==> config.mk <==
export PLATFORM = sky130hd
export DESIGN_NAME = adc_bank_unpacker
export DESIGN_NICKNAME = d
export VERILOG_FILES = /design/src/rtl/ubp_pkg.sv /design/src/rtl/ubp_chan_seq.sv /design/src/rtl/ubp_bit_acc.sv /design/src/rtl/ubp_out_stage.sv /design/src/rtl/adc_bank_unpacker.sv
export SDC_FILE = /design/constraint.sdc
export NUM_CORES = 1
export LEC_CHECK = 0
export BUFFER_PORTS_ARGS = -buffer_cell sky130_fd_sc_hd__buf_2
export CAP_MARGIN = 20
export CORE_MARGIN = 2
export CORE_UTILIZATION = 35
export DETAILED_ROUTE_END_ITERATION = 7
export GPL_TIMING_DRIVEN = 0
export PLACE_DENSITY_LB_ADDON = 0.15
export SLEW_MARGIN = 20
export SYNTH_ARGS = -nofsm -noshare
export SYNTH_HDL_FRONTEND = slang
export SYNTH_SLANG_ARGS = --single-unit
==> constraint.sdc <==
create_clock -name clk_i -period 6.3 [get_ports clk_i]
set_clock_uncertainty 0.15 [all_clocks]
set_input_delay 1.26 -clock clk_i [delete_from_list [all_inputs] [get_ports clk_i]]
set_output_delay 1.26 -clock clk_i [all_outputs]
set_load 0.1 [all_outputs]
==> src/rtl/ubp_pkg.sv <==
package ubp_pkg;
  localparam int unsigned DEF_NUM_CHAN   = 32;
  localparam int unsigned DEF_WORD_BITS  = 32;
  localparam int unsigned DEF_SHORT_BITS = 4;
  localparam int unsigned DEF_LONG_BITS  = 12;

  typedef enum logic {
    ST_PATTERN = 1'b0,
    ST_PAYLOAD = 1'b1
  } ubp_state_e;
endpackage

==> src/rtl/ubp_chan_seq.sv <==
module ubp_chan_seq #(
  parameter int unsigned NUM_CHAN   = 32,
  parameter int unsigned SHORT_BITS = 4,
  parameter int unsigned LONG_BITS  = 12,
  localparam int unsigned CH_W  = $clog2(NUM_CHAN),
  localparam int unsigned FW_W  = $clog2(LONG_BITS + 1),
  localparam int unsigned REM_W = $clog2(NUM_CHAN * LONG_BITS + 1)
) (
  input  logic                clk_i,
  input  logic                rst_ni,
  input  logic                load_i,
  input  logic [NUM_CHAN-1:0] pattern_i,
  input  logic                adv_i,
  output logic [CH_W-1:0]     chan_o,
  output logic                long_o,
  output logic [FW_W-1:0]     field_w_o,
  output logic [REM_W-1:0]    rem_bits_o,
  output logic                final_o
);
  logic [NUM_CHAN-1:0] pattern_q;
  logic [CH_W-1:0]     chan_q;
  logic [REM_W-1:0]    rem_q;

  function automatic logic [REM_W-1:0] long_count(input logic [NUM_CHAN-1:0] p);
    logic [REM_W-1:0] n;
    n = '0;
    for (int i = 0; i < NUM_CHAN; i++) n = n + REM_W'(p[i]);
    return n;
  endfunction

  assign chan_o     = chan_q;
  assign long_o     = pattern_q[chan_q];
  assign field_w_o  = long_o ? FW_W'(LONG_BITS) : FW_W'(SHORT_BITS);
  assign rem_bits_o = rem_q;
  assign final_o    = (chan_q == CH_W'(NUM_CHAN - 1));

  always_ff @(posedge clk_i or negedge rst_ni) begin
    if (!rst_ni) begin
      pattern_q <= '0;
      chan_q    <= '0;
      rem_q     <= '0;
    end else if (load_i) begin
      pattern_q <= pattern_i;
      chan_q    <= '0;
      rem_q     <= REM_W'(NUM_CHAN * SHORT_BITS)
                 + long_count(pattern_i) * REM_W'(LONG_BITS - SHORT_BITS);
    end else if (adv_i) begin
      chan_q <= chan_q + CH_W'(1);
      rem_q  <= rem_q - REM_W'(field_w_o);
    end
  end

  AST_REM_COVERS: assert property (@(posedge clk_i) disable iff (!rst_ni)
    adv_i |-> rem_q >= REM_W'(field_w_o));
  AST_FINAL_EXACT: assert property (@(posedge clk_i) disable iff (!rst_ni)
    adv_i && final_o |-> rem_q == REM_W'(field_w_o));
endmodule

==> src/rtl/ubp_bit_acc.sv <==
module ubp_bit_acc #(
  parameter int unsigned WORD_BITS = 32,
  parameter int unsigned LONG_BITS = 12,
  localparam int unsigned ACC_W = WORD_BITS + LONG_BITS,
  localparam int unsigned CNT_W = $clog2(ACC_W + 1),
  localparam int unsigned FW_W  = $clog2(LONG_BITS + 1)
) (
  input  logic                 clk_i,
  input  logic                 rst_ni,
  input  logic                 clear_i,
  input  logic                 push_i,
  input  logic [WORD_BITS-1:0] word_i,
  input  logic                 pop_i,
  input  logic [FW_W-1:0]      pop_w_i,
  output logic [LONG_BITS-1:0] head_o,
  output logic [CNT_W-1:0]     cnt_o
);
  logic [ACC_W-1:0] acc_q, acc_sh, acc_d;
  logic [CNT_W-1:0] cnt_q, cnt_sh, cnt_d;

  // bits above cnt_q are always zero, so a push can OR in place
  always_comb begin
    acc_sh = acc_q;
    cnt_sh = cnt_q;
    if (pop_i) begin
      acc_sh = acc_q >> pop_w_i;
      cnt_sh = cnt_q - CNT_W'(pop_w_i);
    end
    acc_d = acc_sh;
    cnt_d = cnt_sh;
    if (push_i) begin
      acc_d = acc_sh | (ACC_W'(word_i) << cnt_sh);
      cnt_d = cnt_sh + CNT_W'(WORD_BITS);
    end
    if (clear_i) begin
      acc_d = '0;
      cnt_d = '0;
    end
  end

  always_ff @(posedge clk_i or negedge rst_ni) begin
    if (!rst_ni) begin
      acc_q <= '0;
      cnt_q <= '0;
    end else begin
      acc_q <= acc_d;
      cnt_q <= cnt_d;
    end
  end

  assign head_o = acc_q[LONG_BITS-1:0];
  assign cnt_o  = cnt_q;

  AST_PUSH_ROOM: assert property (@(posedge clk_i) disable iff (!rst_ni)
    push_i |-> cnt_q < CNT_W'(LONG_BITS));
  AST_POP_HELD: assert property (@(posedge clk_i) disable iff (!rst_ni)
    pop_i |-> cnt_q >= CNT_W'(pop_w_i));
  AST_CNT_BOUND: assert property (@(posedge clk_i) disable iff (!rst_ni)
    32'(cnt_q) <= ACC_W);
endmodule

==> src/rtl/ubp_out_stage.sv <==
module ubp_out_stage #(
  parameter int unsigned CH_W      = 5,
  parameter int unsigned LONG_BITS = 12
) (
  input  logic                 clk_i,
  input  logic                 rst_ni,
  input  logic                 load_i,
  input  logic [CH_W-1:0]      chan_i,
  input  logic [LONG_BITS-1:0] value_i,
  input  logic                 last_i,
  input  logic                 ready_i,
  output logic                 free_o,
  output logic                 valid_o,
  output logic [CH_W-1:0]      chan_o,
  output logic [LONG_BITS-1:0] value_o,
  output logic                 last_o
);
  assign free_o = ~valid_o | ready_i;

  always_ff @(posedge clk_i or negedge rst_ni) begin
    if (!rst_ni) begin
      valid_o <= 1'b0;
      chan_o  <= '0;
      value_o <= '0;
      last_o  <= 1'b0;
    end else if (load_i) begin
      valid_o <= 1'b1;
      chan_o  <= chan_i;
      value_o <= value_i;
      last_o  <= last_i;
    end else if (ready_i) begin
      valid_o <= 1'b0;
    end
  end

  AST_OUT_HOLD: assert property (@(posedge clk_i) disable iff (!rst_ni)
    valid_o && !ready_i |=> valid_o && $stable(chan_o) && $stable(value_o) && $stable(last_o));
  AST_LOAD_FREE: assert property (@(posedge clk_i) disable iff (!rst_ni)
    load_i |-> !valid_o || ready_i);
endmodule

==> src/rtl/adc_bank_unpacker.sv <==
module adc_bank_unpacker
  import ubp_pkg::*;
#(
  parameter int unsigned NUM_CHAN   = DEF_NUM_CHAN,
  parameter int unsigned WORD_BITS  = DEF_WORD_BITS,
  parameter int unsigned SHORT_BITS = DEF_SHORT_BITS,
  parameter int unsigned LONG_BITS  = DEF_LONG_BITS,
  localparam int unsigned CH_W  = $clog2(NUM_CHAN),
  localparam int unsigned FW_W  = $clog2(LONG_BITS + 1),
  localparam int unsigned REM_W = $clog2(NUM_CHAN * LONG_BITS + 1),
  localparam int unsigned CNT_W = $clog2(WORD_BITS + LONG_BITS + 1)
) (
  input  logic                 clk_i,
  input  logic                 rst_ni,
  input  logic [WORD_BITS-1:0] in_data_i,
  input  logic                 in_valid_i,
  input  logic                 in_last_i,
  output logic                 in_ready_o,
  output logic [CH_W-1:0]      out_chan_o,
  output logic [LONG_BITS-1:0] out_value_o,
  output logic                 out_valid_o,
  output logic                 out_last_o,
  input  logic                 out_ready_i,
  output logic                 trunc_err_o
);
  ubp_state_e state_q;
  logic last_seen_q, err_q;

  logic [CH_W-1:0]      seq_chan;
  logic                 seq_long, seq_final;
  logic [FW_W-1:0]      seq_fw;
  logic [REM_W-1:0]     seq_rem;
  logic [LONG_BITS-1:0] acc_head;
  logic [CNT_W-1:0]     acc_cnt;
  logic                 out_free;

  logic pat_fire, word_fire, need_more, starved, have_field, emit, acc_clear;
  logic [LONG_BITS-1:0] field_val;

  assign need_more  = 32'(acc_cnt) < 32'(seq_rem);
  assign have_field = 32'(acc_cnt) >= 32'(seq_fw);
  assign starved    = (state_q == ST_PAYLOAD) & last_seen_q & need_more;

  assign in_ready_o = (state_q == ST_PATTERN)
                    | ((state_q == ST_PAYLOAD) & ~last_seen_q & need_more
                       & (32'(acc_cnt) < LONG_BITS));

  assign pat_fire  = (state_q == ST_PATTERN) & in_valid_i & in_ready_o;
  assign word_fire = (state_q == ST_PAYLOAD) & in_valid_i & in_ready_o;
  assign emit      = (state_q == ST_PAYLOAD) & ~starved & have_field & out_free;
  assign acc_clear = pat_fire | starved | (emit & seq_final);

  assign field_val = seq_long ? acc_head : LONG_BITS'(acc_head[SHORT_BITS-1:0]);

  ubp_chan_seq #(
    .NUM_CHAN(NUM_CHAN), .SHORT_BITS(SHORT_BITS), .LONG_BITS(LONG_BITS)
  ) i_seq (
    .clk_i, .rst_ni,
    .load_i    (pat_fire & ~in_last_i),
    .pattern_i (in_data_i[NUM_CHAN-1:0]),
    .adv_i     (emit),
    .chan_o    (seq_chan),
    .long_o    (seq_long),
    .field_w_o (seq_fw),
    .rem_bits_o(seq_rem),
    .final_o   (seq_final)
  );

  ubp_bit_acc #(
    .WORD_BITS(WORD_BITS), .LONG_BITS(LONG_BITS)
  ) i_acc (
    .clk_i, .rst_ni,
    .clear_i(acc_clear),
    .push_i (word_fire),
    .word_i (in_data_i),
    .pop_i  (emit),
    .pop_w_i(seq_fw),
    .head_o (acc_head),
    .cnt_o  (acc_cnt)
  );

  ubp_out_stage #(
    .CH_W(CH_W), .LONG_BITS(LONG_BITS)
  ) i_out (
    .clk_i, .rst_ni,
    .load_i (emit),
    .chan_i (seq_chan),
    .value_i(field_val),
    .last_i (seq_final),
    .ready_i(out_ready_i),
    .free_o (out_free),
    .valid_o(out_valid_o),
    .chan_o (out_chan_o),
    .value_o(out_value_o),
    .last_o (out_last_o)
  );

  always_ff @(posedge clk_i or negedge rst_ni) begin
    if (!rst_ni) begin
      state_q     <= ST_PATTERN;
      last_seen_q <= 1'b0;
      err_q       <= 1'b0;
    end else begin
      if ((pat_fire & in_last_i) | starved) err_q <= 1'b1;
      case (state_q)
        ST_PATTERN: if (pat_fire & ~in_last_i) begin
          state_q     <= ST_PAYLOAD;
          last_seen_q <= 1'b0;
        end
        ST_PAYLOAD: begin
          if (word_fire & in_last_i) last_seen_q <= 1'b1;
          if (starved | (emit & seq_final)) begin
            state_q     <= ST_PATTERN;
            last_seen_q <= 1'b0;
          end
        end
        default: state_q <= ST_PATTERN;
      endcase
    end
  end

  assign trunc_err_o = err_q;

  AST_ERR_STICKY: assert property (@(posedge clk_i) disable iff (!rst_ni)
    trunc_err_o |=> trunc_err_o);
  AST_LAST_CHAN: assert property (@(posedge clk_i) disable iff (!rst_ni)
    out_valid_o && out_last_o |-> out_chan_o == CH_W'(NUM_CHAN - 1));
  AST_NO_READY_ON_FLAGGED: assert property (@(posedge clk_i) disable iff (!rst_ni)
    word_fire && in_last_i |=> !in_ready_o);
endmodule

Word-level counts from Yosys, hierarchy flattened

Index checks and enable logic that the tools add are counted.

Bits in registers: 118
Bits of input ports: 37
Logic and storage cells: 111

$add $sub $neg: 36
$lt $le $gt $ge: 4
Eq/ne operators: 3
Shift operators: 2
Multiplexer cells: 23
Bitwise gates (word level): 28
Reduce and logical (&&, ||, !) cells: 3

Operators with widths:

| operator              | number |
|---|---|
| $add A6 B1 Y6         | 30 |
| $mux W44              | 3 |
| $or A44 B44 Y44       | 1 |
| $shl A32 B6 Y44       | 1 |
| $shr A44 B4 Y44       | 1 |
| $mux W6               | 3 |
| $mux W9               | 2 |
| $and A1 B1 Y1         | 16 |
| $mux W12              | 1 |
| $mux W5               | 2 |
| $add A8 B9 Y9 const A | 1 |
| $lt A6 B9 Y1          | 1 |
| $sub A9 B4 Y9         | 1 |
| $mux W1               | 8 |
| $add A6 B6 Y6 const B | 1 |
| $ge A6 B4 Y1          | 1 |
| $lt A5 B6 Y1 const B  | 1 |
| $lt A6 B4 Y1 const B  | 1 |
| $or A1 B1 Y1          | 6 |
| $sub A6 B4 Y6         | 1 |
| $add A5 B1 Y5 const B | 1 |
| $bmux W1 S5           | 1 |
| $eq A5 B5 Y1 const B  | 1 |
| $not A1 Y1            | 5 |
| 7 further kinds       | 9 |

Logic depth before layout (Yosys ltp)

Gate-level depths: netlist of the first run.

Word-level depth: 33
Gate-level depth with buffers: 20
Mapped depth without buffers: 20

Cells and area by module

Synthesis of the first run repeated with hierarchy kept, for this count alone.

Cells, all modules: 1128
Area total of the unflattened synthesis: 10971.8 um^2

Modules (own cells, without submodules):

| module            | times used | cells an instance | area an instance (um^2) | sequential area each (um^2) |
|---|---|---|---|---|
| ubp_bit_acc       | 1          | 749               | 6643.9                  | 1251.2 |
| ubp_chan_seq      | 1          | 263               | 2997.9                  | 1101.1 |
| ubp_out_stage     | 1          | 41                | 755.7                   | 475.5 |
| adc_bank_unpacker | 1          | 75                | 574.3                   | 75.1 |

Worst setup path after synthesis of the first run

No wires, ideal clock.

Kind: input to register
Start point: input port in_data_i[0]
End point: register i_seq.rem_q[8] (netlist: i_seq.rem_bits_o[8])
Setup time: 0.134 ns
Arrival: 5.872 ns
Data required time: 6.016 ns
Setup slack: 0.145 ns
Cell stages on the path: 17
Buffers on the path: 0
Cells stage by stage: ha_1 inv_1 fa_1 fa_1 fa_1 fa_1 fa_1 fa_1 fa_1 fa_1 inv_1 a21o_1 nand2_1 mux2i_1 a21oi_1 o21ai_0 o211ai_1

Cells in the longest elaborated chain, start to end: 33

RTL lines:

| what                        | RTL line                | RTL |
|---|---|---|
| start: declaration          | adc_bank_unpacker.sv:15 | `input logic [WORD_BITS-1:0] in_data_i,` |
| $add A1 B1 Y2               | ubp_chan_seq.sv:27      | `for (int i = 0; i < NUM_CHAN; i++) n = n + REM_W'(p[i]);` |
| $add A6 B1 Y6 (30 in a row) | ubp_chan_seq.sv:27      |  |
| $add A8 B9 Y9               | ubp_chan_seq.sv:46      | `+ long_count(pattern_i) * REM_W'(LONG_BITS - SHORT_BITS);` |
| $mux W9                     | ubp_chan_seq.sv:42      | `end else if (load_i) begin` |
| end signal: assignment      | ubp_chan_seq.sv:45      | `rem_q <= REM_W'(NUM_CHAN * SHORT_BITS)` |
| end signal: assignment      | ubp_chan_seq.sv:49      | `rem_q <= rem_q - REM_W'(field_w_o);` |
| end: declaration            | ubp_chan_seq.sv:22      | `logic [REM_W-1:0] rem_q;` |

No other way between the ends.
A chain may end at the register's enable or synchronous reset.

Final worst setup path of the first run

Start point: input port in_data_i[2]
End point: register i_seq.rem_q[8] (netlist: i_seq.rem_bits_o[8])

Cells in the longest elaborated chain, start to end: 32

RTL lines:

| what                        | RTL line |
|---|---|
| $add A6 B1 Y6 (30 in a row) | ubp_chan_seq.sv:27 |
| $add A8 B9 Y9               | ubp_chan_seq.sv:46 |
| $mux W9                     | ubp_chan_seq.sv:42 |

No other way between the ends.

==> results.yml, run 1 <==
placed_design:
  placedInstanceArea_mm2: 0.00909
  routabilityCongestion: 0.948
  pre_cts_ws_ps: -486
  dp_hpwl_um: 23900
  numPortBuffers: 57
synth:
  synthFlopType: "dfrtp_1"
  synth-async-reset-ratio_pct: 100
  synthesis.area_mm2: 0.00838
  synth_edf_count: 0
  synth_top_area_share_pct: 34.1
  yosys_register_bits: 114
  synth_area_leaders: "dfrtp_1 34%, mux2i_1 7.8%, nand2_1 7.8%"
  ys_warn_count: 0
  syn-instance-count: 956
  syn_avg_cell_area_um2: 8.76
  synth_area_leader_cell: "dfrtp_1"
  synth_seq_area_share_pct: 34.1
  synth.distinct_cells: 73
  synth_nets: 1036
route:
  wl_um: 31900
  dr.first_iter.drc_count: 813
  vias_per_cell: 5.77
  wl_per_cell_um: 23.4
  ant_nets: 0
  vias: 7881
  first_pass_iters: 8
  drc: 0
status:
  status: "completed"
global_route:
  grt_pass1_wl_um: 48800
  grt_max_degree: 70
  grtUsageMet2_pct: 38.2
  grt_usage_pct: 25.7
  use_met1_pct: 36.1
  grt_busiest_layer: "met2"
  met3_usage_pct: 4.96
  antenna_found_initial: 0
  grt.overflow.total: 0
  grt_pass1_vias: 7767
cts:
  cts_sinks: 114
  clk_latency_ps: 430
  cts.clk_slew.worst_paths_ps: 60
  cts_tree: "yes"
  cts_buffers: 17
  cts_root_buf: "clkbuf_16"
  htree_num_levels: 4
  clk_path_buf_depth: 2
worst_hold_path:
  min_path_cells: 1
  whs_endpoint: "trunc_err_o$_DFFE_PN0P_"
  hp-class: "register to register"
  hold_path_startpoint: "trunc_err_o$_DFFE_PN0P_"
finish:
  fillers: 2417
  final_area_mm2: 0.00976
  final_common_cell: "nand2_1"
  num_antenna_cells: 0
  area_growth_pct: 16.5
  fin_util_pct: 41.6
  final_nets: 1115
  drive_gt1_share_pct: 16.0
  layout_common_cells: "173 x nand2_1, 114 x dfrtp_1, 76 x buf_2"
setup_path:
  r2r-end: "i_acc.cnt_o[3]$_DFF_PN0_"
  max_stage_delay_ps: 600
  crit_buf_inv: 3
  worst-r2r-cell-count: 16
  crit_arrival_ps: 6230
  r2r_setup_slack_ps: 400
  critPathCaptureType: "register"
  cp_cell_sequence: "clkbuf_4 > clkinvlp_4 > fa_1 > fa_1 > fa_1 > fa_1 > fa_1 > fa_1 > fa_2 > fa_2 > inv_1 > a21o_1 > nand2_1 > mux2i_1 > a21oi_1 > o21ai_0 > o211ai_1"
  critPathSlowestCell: "fa_1"
  start_kind: "input pin"
  crit_type: "input pin to register"
  crit_path_max_fanout: 6
  worstSetupStartpoint: "in_data_i[2]"
  r2r-start: "i_seq.chan_o[0]$_DFFE_PN0P_"
  required_ps: 6460
  cp_common_cell: "fa_1"
  cp_top_family: "adder cells"
floorplanning:
  core_mm2: 0.0235
  io_pins: 58
  dieArea_mm2: 0.0252
  die_h_um: 159
  initial_core_util_pct: 35.7
  fp-row-count: 56
  die_w_um: 159
sta:
  period_minus_slack_ps: 6080
  fmax_mhz: 165
  worst_slack_ps: 223
  relSlewSlack_pct: 26.0
  hold_ws_ps: 308
  worst_pin_slew_ps: 1100
  fin_crit_sh_pct: 96.5
  setup_viol: 0
  slew_viol_final: 0
  rsz0062_at_grt: "false"
  hold_viol_final: 0
run:
  maxCapViolCount: 0
[cells in the mapped netlist, drive strengths merged (12+ instances only)]
library cell and count:
mux2i 65, dfrtp 114, inv 53, a21oi 68, clkbuf 41, o21ai 83, nor2 72, buf 32
nand2 174, a221oi 19, a211oi 12, fa 26, nand3 21, ha 17, o221ai 12
[per-layer routing]
metal | vias to the layer above | share of wire [%]
met5 | - | 0
met4 | 0 | 4.2
met3 | 76 | 8.2
met2 | 390 | 43
met1 | 3851 | 44
li1 | 3564 | -
[metrics by stage]
step	setup TNS, ps	cells
final	0	1367
after global placement	-782	1332
after floorplan	0	956
after CTS	0	1365
after global routing	0	1367
after detailed placement	-934	1333
[how the worst max path moves through the flow]
stage | end | slack, ps | cells past startpoint
2_1_floorplan | i_seq.rem_bits_o[8]$_DFFE_PN0P_ | 140 | 17
3_3_place_gp | i_seq.rem_bits_o[8]$_DFFE_PN0P_ | -420 | 18
3_5_place_dp | i_seq.rem_bits_o[8]$_DFFE_PN0P_ | -490 | 18
4_1_cts | i_seq.rem_bits_o[8]$_DFFE_PN0P_ | 30 | 17
5_1_grt | i_seq.rem_bits_o[8]$_DFFE_PN0P_ | 50 | 18
6_report | i_seq.rem_bits_o[8]$_DFFE_PN0P_ | 220 | 17
[state kept, by name (all words and copies together) (netlist names)]
name	cells
state_q	1
i_acc.cnt_o	4
i_seq.chan_o	5
trunc_err_o	1
i_out.value_o	12
i_seq.pattern_q	32
i_out.chan_o	5
i_acc.acc_q	44
i_out.last_o	1
i_out.valid_o	1
i_seq.rem_bits_o	7
last_seen_q	1
[final cells by class]
class,instances,area (um2),share of cell area [%]
buffer,72,339,3.47
clock buffer,17,425,4.36
clock inverter,15,198,2.03
inverter,53,203,2.08
multi-input combinational,716,4990,51.2
sequential,114,2850,29.2
tap,319,399,4.09
timing repair buffer,61,347,3.55
[kinds of logic (layout without fill, tap and decap cells)]
family,Yosys count,in the layout,synth area share (%)
compound gates,261,261,20.5
xor+xnor,13,13,1.90
fa+ha+maj,43,43,8.75
buf+inv,126,218,6.47
flops,114,114,34.1
mux,87,87,12.2
simple gates,312,312,16.1
[repair_timing]
action,4_1_cts,5_1_grt
hold buffers,0,0
buffers inserted,0,3
endpoints found under the hold margin,0,0
setup endpoints to repair,1,6
resized for setup,1,5
[worst reg2reg max path, cell delays in order, from the launching register on]
cell	delay (ps)
dfrtp_1	410
buf_4	260
mux4_2	550
mux2_2	320
mux2i_1	130
mux2_2	150
buf_2	400
buf_2	390
inv_1	200
fa_1	440
or4b_4	250
and3_1	230
o22a_1	160
clkbuf_1	430
clkbuf_1	470
clkbuf_1	660
nor2_1	140
Power of run 1 is not shown: default switching activity piles up to over one toggle a cycle in this logic, so the estimate is an artifact.
==> run 2: changes to the inputs <==
- ABC_AREA: not set -> 1
- ABC_CLOCK_PERIOD_IN_PS: not set -> 6300
==> run 2 against run 1 <==
Sequential share of layout area increased by 2.0 points. Via count decreased by 0.48%. Core utilization increased by 0.074 points. Die area decreased by 5.8%. Routed wire length decreased by 9.4%. Final cell count increased by 6.1%. Critical path depth increased by 1. Area after synthesis decreased by 5.9%. Count of clock-buffer cells in the layout increased by 1. Non-clock buffer count decreased by 18. Worst setup slack got worse by 74 ps. Sequential cell count unchanged.
==> results.yml, run 2 <==
floorplanning:
  dieArea_mm2: 0.0237
  fp-row-count: 54
  core_mm2: 0.0220
  die_w_um: 154
  io_pins: 58
  initial_core_util_pct: 35.9
  die_h_um: 154
synth:
  synth-async-reset-ratio_pct: 100
  synthesis.area_mm2: 0.00788
  synth_edf_count: 0
  synth.distinct_cells: 45
  synth_most_common_cell: "nand2_1"
  synthTopCellsByCount: "311 x nand2_1, 114 x dfrtp_1, 114 x nand3_1, 106 x inv_1, 91 x o21ai_0"
  ys_warn_count: 0
  synth_nets: 1161
  synth_area_leader_cell: "dfrtp_1"
  synth_area_leaders: "dfrtp_1 36%, nand2_1 15%, nand3_1 7.2%"
  yosys_register_bits: 114
  syn-instance-count: 1081
  syn_avg_cell_area_um2: 7.29
  synth_seq_area_share_pct: 36.2
  synthFlopType: "dfrtp_1"
  synth_top_area_share_pct: 36.2
sta:
  slew_viol_final: 0
  relSlewSlack_pct: 48.1
  setup_viol: 0
  fin_crit_sh_pct: 97.6
  rsz0062_at_grt: "false"
  period_minus_slack_ps: 6150
  fmax_mhz: 163
  worst_pin_slew_ps: 778
  hold_viol_final: 0
  hold_ws_ps: 317
finish:
  drive_gt1_share_pct: 13.0
  final_nets: 1238
  fillers: 2331
  multi_input_area_mm2: 0.00431
  largest_registers: "i_acc.acc_q x44, i_seq.pattern_q x32, i_out.value_o x12"
  layout_common_cells: "311 x nand2_1, 114 x nand3_1, 114 x dfrtp_1"
  regArea_mm2: 0.00285
  top_register: "i_acc.acc_q"
  final_area_mm2: 0.00915
  num_antenna_cells: 0
  largest_reg_flops: 44
  final_common_cell: "nand2_1"
  area_growth_pct: 16.1
route:
  vias_per_cell: 5.41
  ant_nets: 0
  dr.first_iter.drc_count: 733
  drc: 0
  first_pass_iters: 7
  wl_per_cell_um: 19.9
  wl_um: 28900
  vias: 7843
cts:
  cts_tree: "yes"
  cts_resized: 0
  htree_num_levels: 4
  post_cts_buffers: 0
  cts_hold_buffers: 0
  cts.clk_slew.worst_paths_ps: 60
  cts_root_buf: "clkbuf_16"
  cts_buffers: 17
  cts_sinks: 114
  clk_latency_ps: 430
  clk_path_buf_depth: 2
global_route:
  grt_max_degree: 70
  grt_usage_pct: 24.9
  grt.overflow.total: 0
  grt_pass1_wl_um: 44400
  antenna_found_initial: 0
  grt_pass1_vias: 7425
worst_hold_path:
  hp-class: "register to register"
setup_path:
  cp_common_cell: "fa_1"
  cp_cell_sequence: "buf_2 > ha_1 > inv_1 > fa_1 > fa_1 > fa_1 > fa_1 > fa_1 > fa_1 > fa_2 > fa_1 > nor2_1 > o21ai_0 > nand2_1 > xor2_1 > o21ai_0 > nand2_1 > o21ai_0"
  critPathSlowestCell: "fa_1"
  required_ps: 6450
  critPathCaptureType: "register"
  start_kind: "input pin"
  crit_path_max_fanout: 5
  max_stage_delay_ps: 550
  crit_arrival_ps: 6300
  crit_type: "input pin to register"
status:
  status: "completed"
run:
  maxCapViolCount: 0
placed_design:
  routabilityCongestion: 0.934
  numPortBuffers: 57
  dp_hpwl_um: 22700
  placedInstanceArea_mm2: 0.00855
run 2: cell types whose count changed after synthesis, sizes merged, moves of 18 or more:
cell	previous run	this run
nand2	174	318
o21ai	83	120
nand3	21	115
a221oi	19	1
mux2i	65	0
inv	53	115
a21oi	68	44
run 2: worst max-delay path: cells and delay by family:
family	cells	cell delay (ps)
AO/OA/AOI/OAI	3	270
XOR/XNOR	1	210
adder cells (fa/ha/maj)	9	4020
buffers and inverters	2	230
AND/OR/NAND/NOR	3	320
run 2: stage by stage:
stage | utilization (%) | worst slack [ps] | cells | setup TNS, ps
final | 41.6 | 150 | 1451 | 0
after detailed placement | 38.9 | -375 | 1419 | -629
after floorplan | - | 205 | 1081 | 0
after CTS | 41.6 | 60.5 | 1451 | 0
after global routing | 41.6 | 11.1 | 1451 | 0
after global placement | 38.8 | -334 | 1418 | -496
run 2: logic make-up (layout without fill, tap and decap cells):
| group | after synthesis | in the layout | share of synthesized area, % |
|---|---|---|---|
| adders and majority gates | 43 | 43 | 9.30 |
| buffers and inverters | 174 | 264 | 9.11 |
| and+or+nand+nor | 519 | 519 | 28.4 |
| xor gates and xnor gates | 7 | 7 | 0.778 |
| AOI/OAI and AO/OA | 224 | 224 | 16.2 |
| DFF | 114 | 114 | 36.2 |
run 2: cell type report:
class	count	area share, %
clock buffers	18	4.80
multi-input cells	793	47.1
flip-flops and latches	114	31.2
repair buffers	58	3.49
inverters	117	4.83
clock inverters	14	1.68
well taps	280	3.83
plain buffers	57	3.02
run 2: path summary, 6_finish.rpt:
kind | startpoint | end | slack, ps | cells after the start
worst min register to register | i_acc.acc_q[1]$_DFF_PN0_ | i_out.value_o[1]$_DFFE_PN0N_ | 320 | 2
min in group asynchronous | rst_ni | i_seq.pattern_q[27]$_DFFE_PN0P_ | 610 | 1
worst max-delay path | in_data_i[0] | i_seq.rem_bits_o[7]$_DFFE_PN0P_ | 150 | 18
worst min-delay path | i_acc.acc_q[1]$_DFF_PN0_ | i_out.value_o[1]$_DFFE_PN0N_ | 320 | 2
max in group asynchronous | rst_ni | i_acc.acc_q[40]$_DFF_PN0_ | 4650 | 2
worst max register to register | i_seq.chan_o[0]$_DFFE_PN0P_ | i_acc.acc_q[0]$_DFF_PN0_ | 1300 | 22
run 2: routing by layer:
| metal | GRT usage [%] | vias up | share of wire (%) |
|---|---|---|---|
| li1 | - | 3717 | - |
| met5 | 0 | - | 0 |
| met4 | 6.23 | 0 | 1.7 |
| met1 | 36.3 | 3781 | 47 |
| met3 | 5.64 | 38 | 7.4 |
| met2 | 37.2 | 307 | 44 |
Power of run 2 is left out for the same reason.
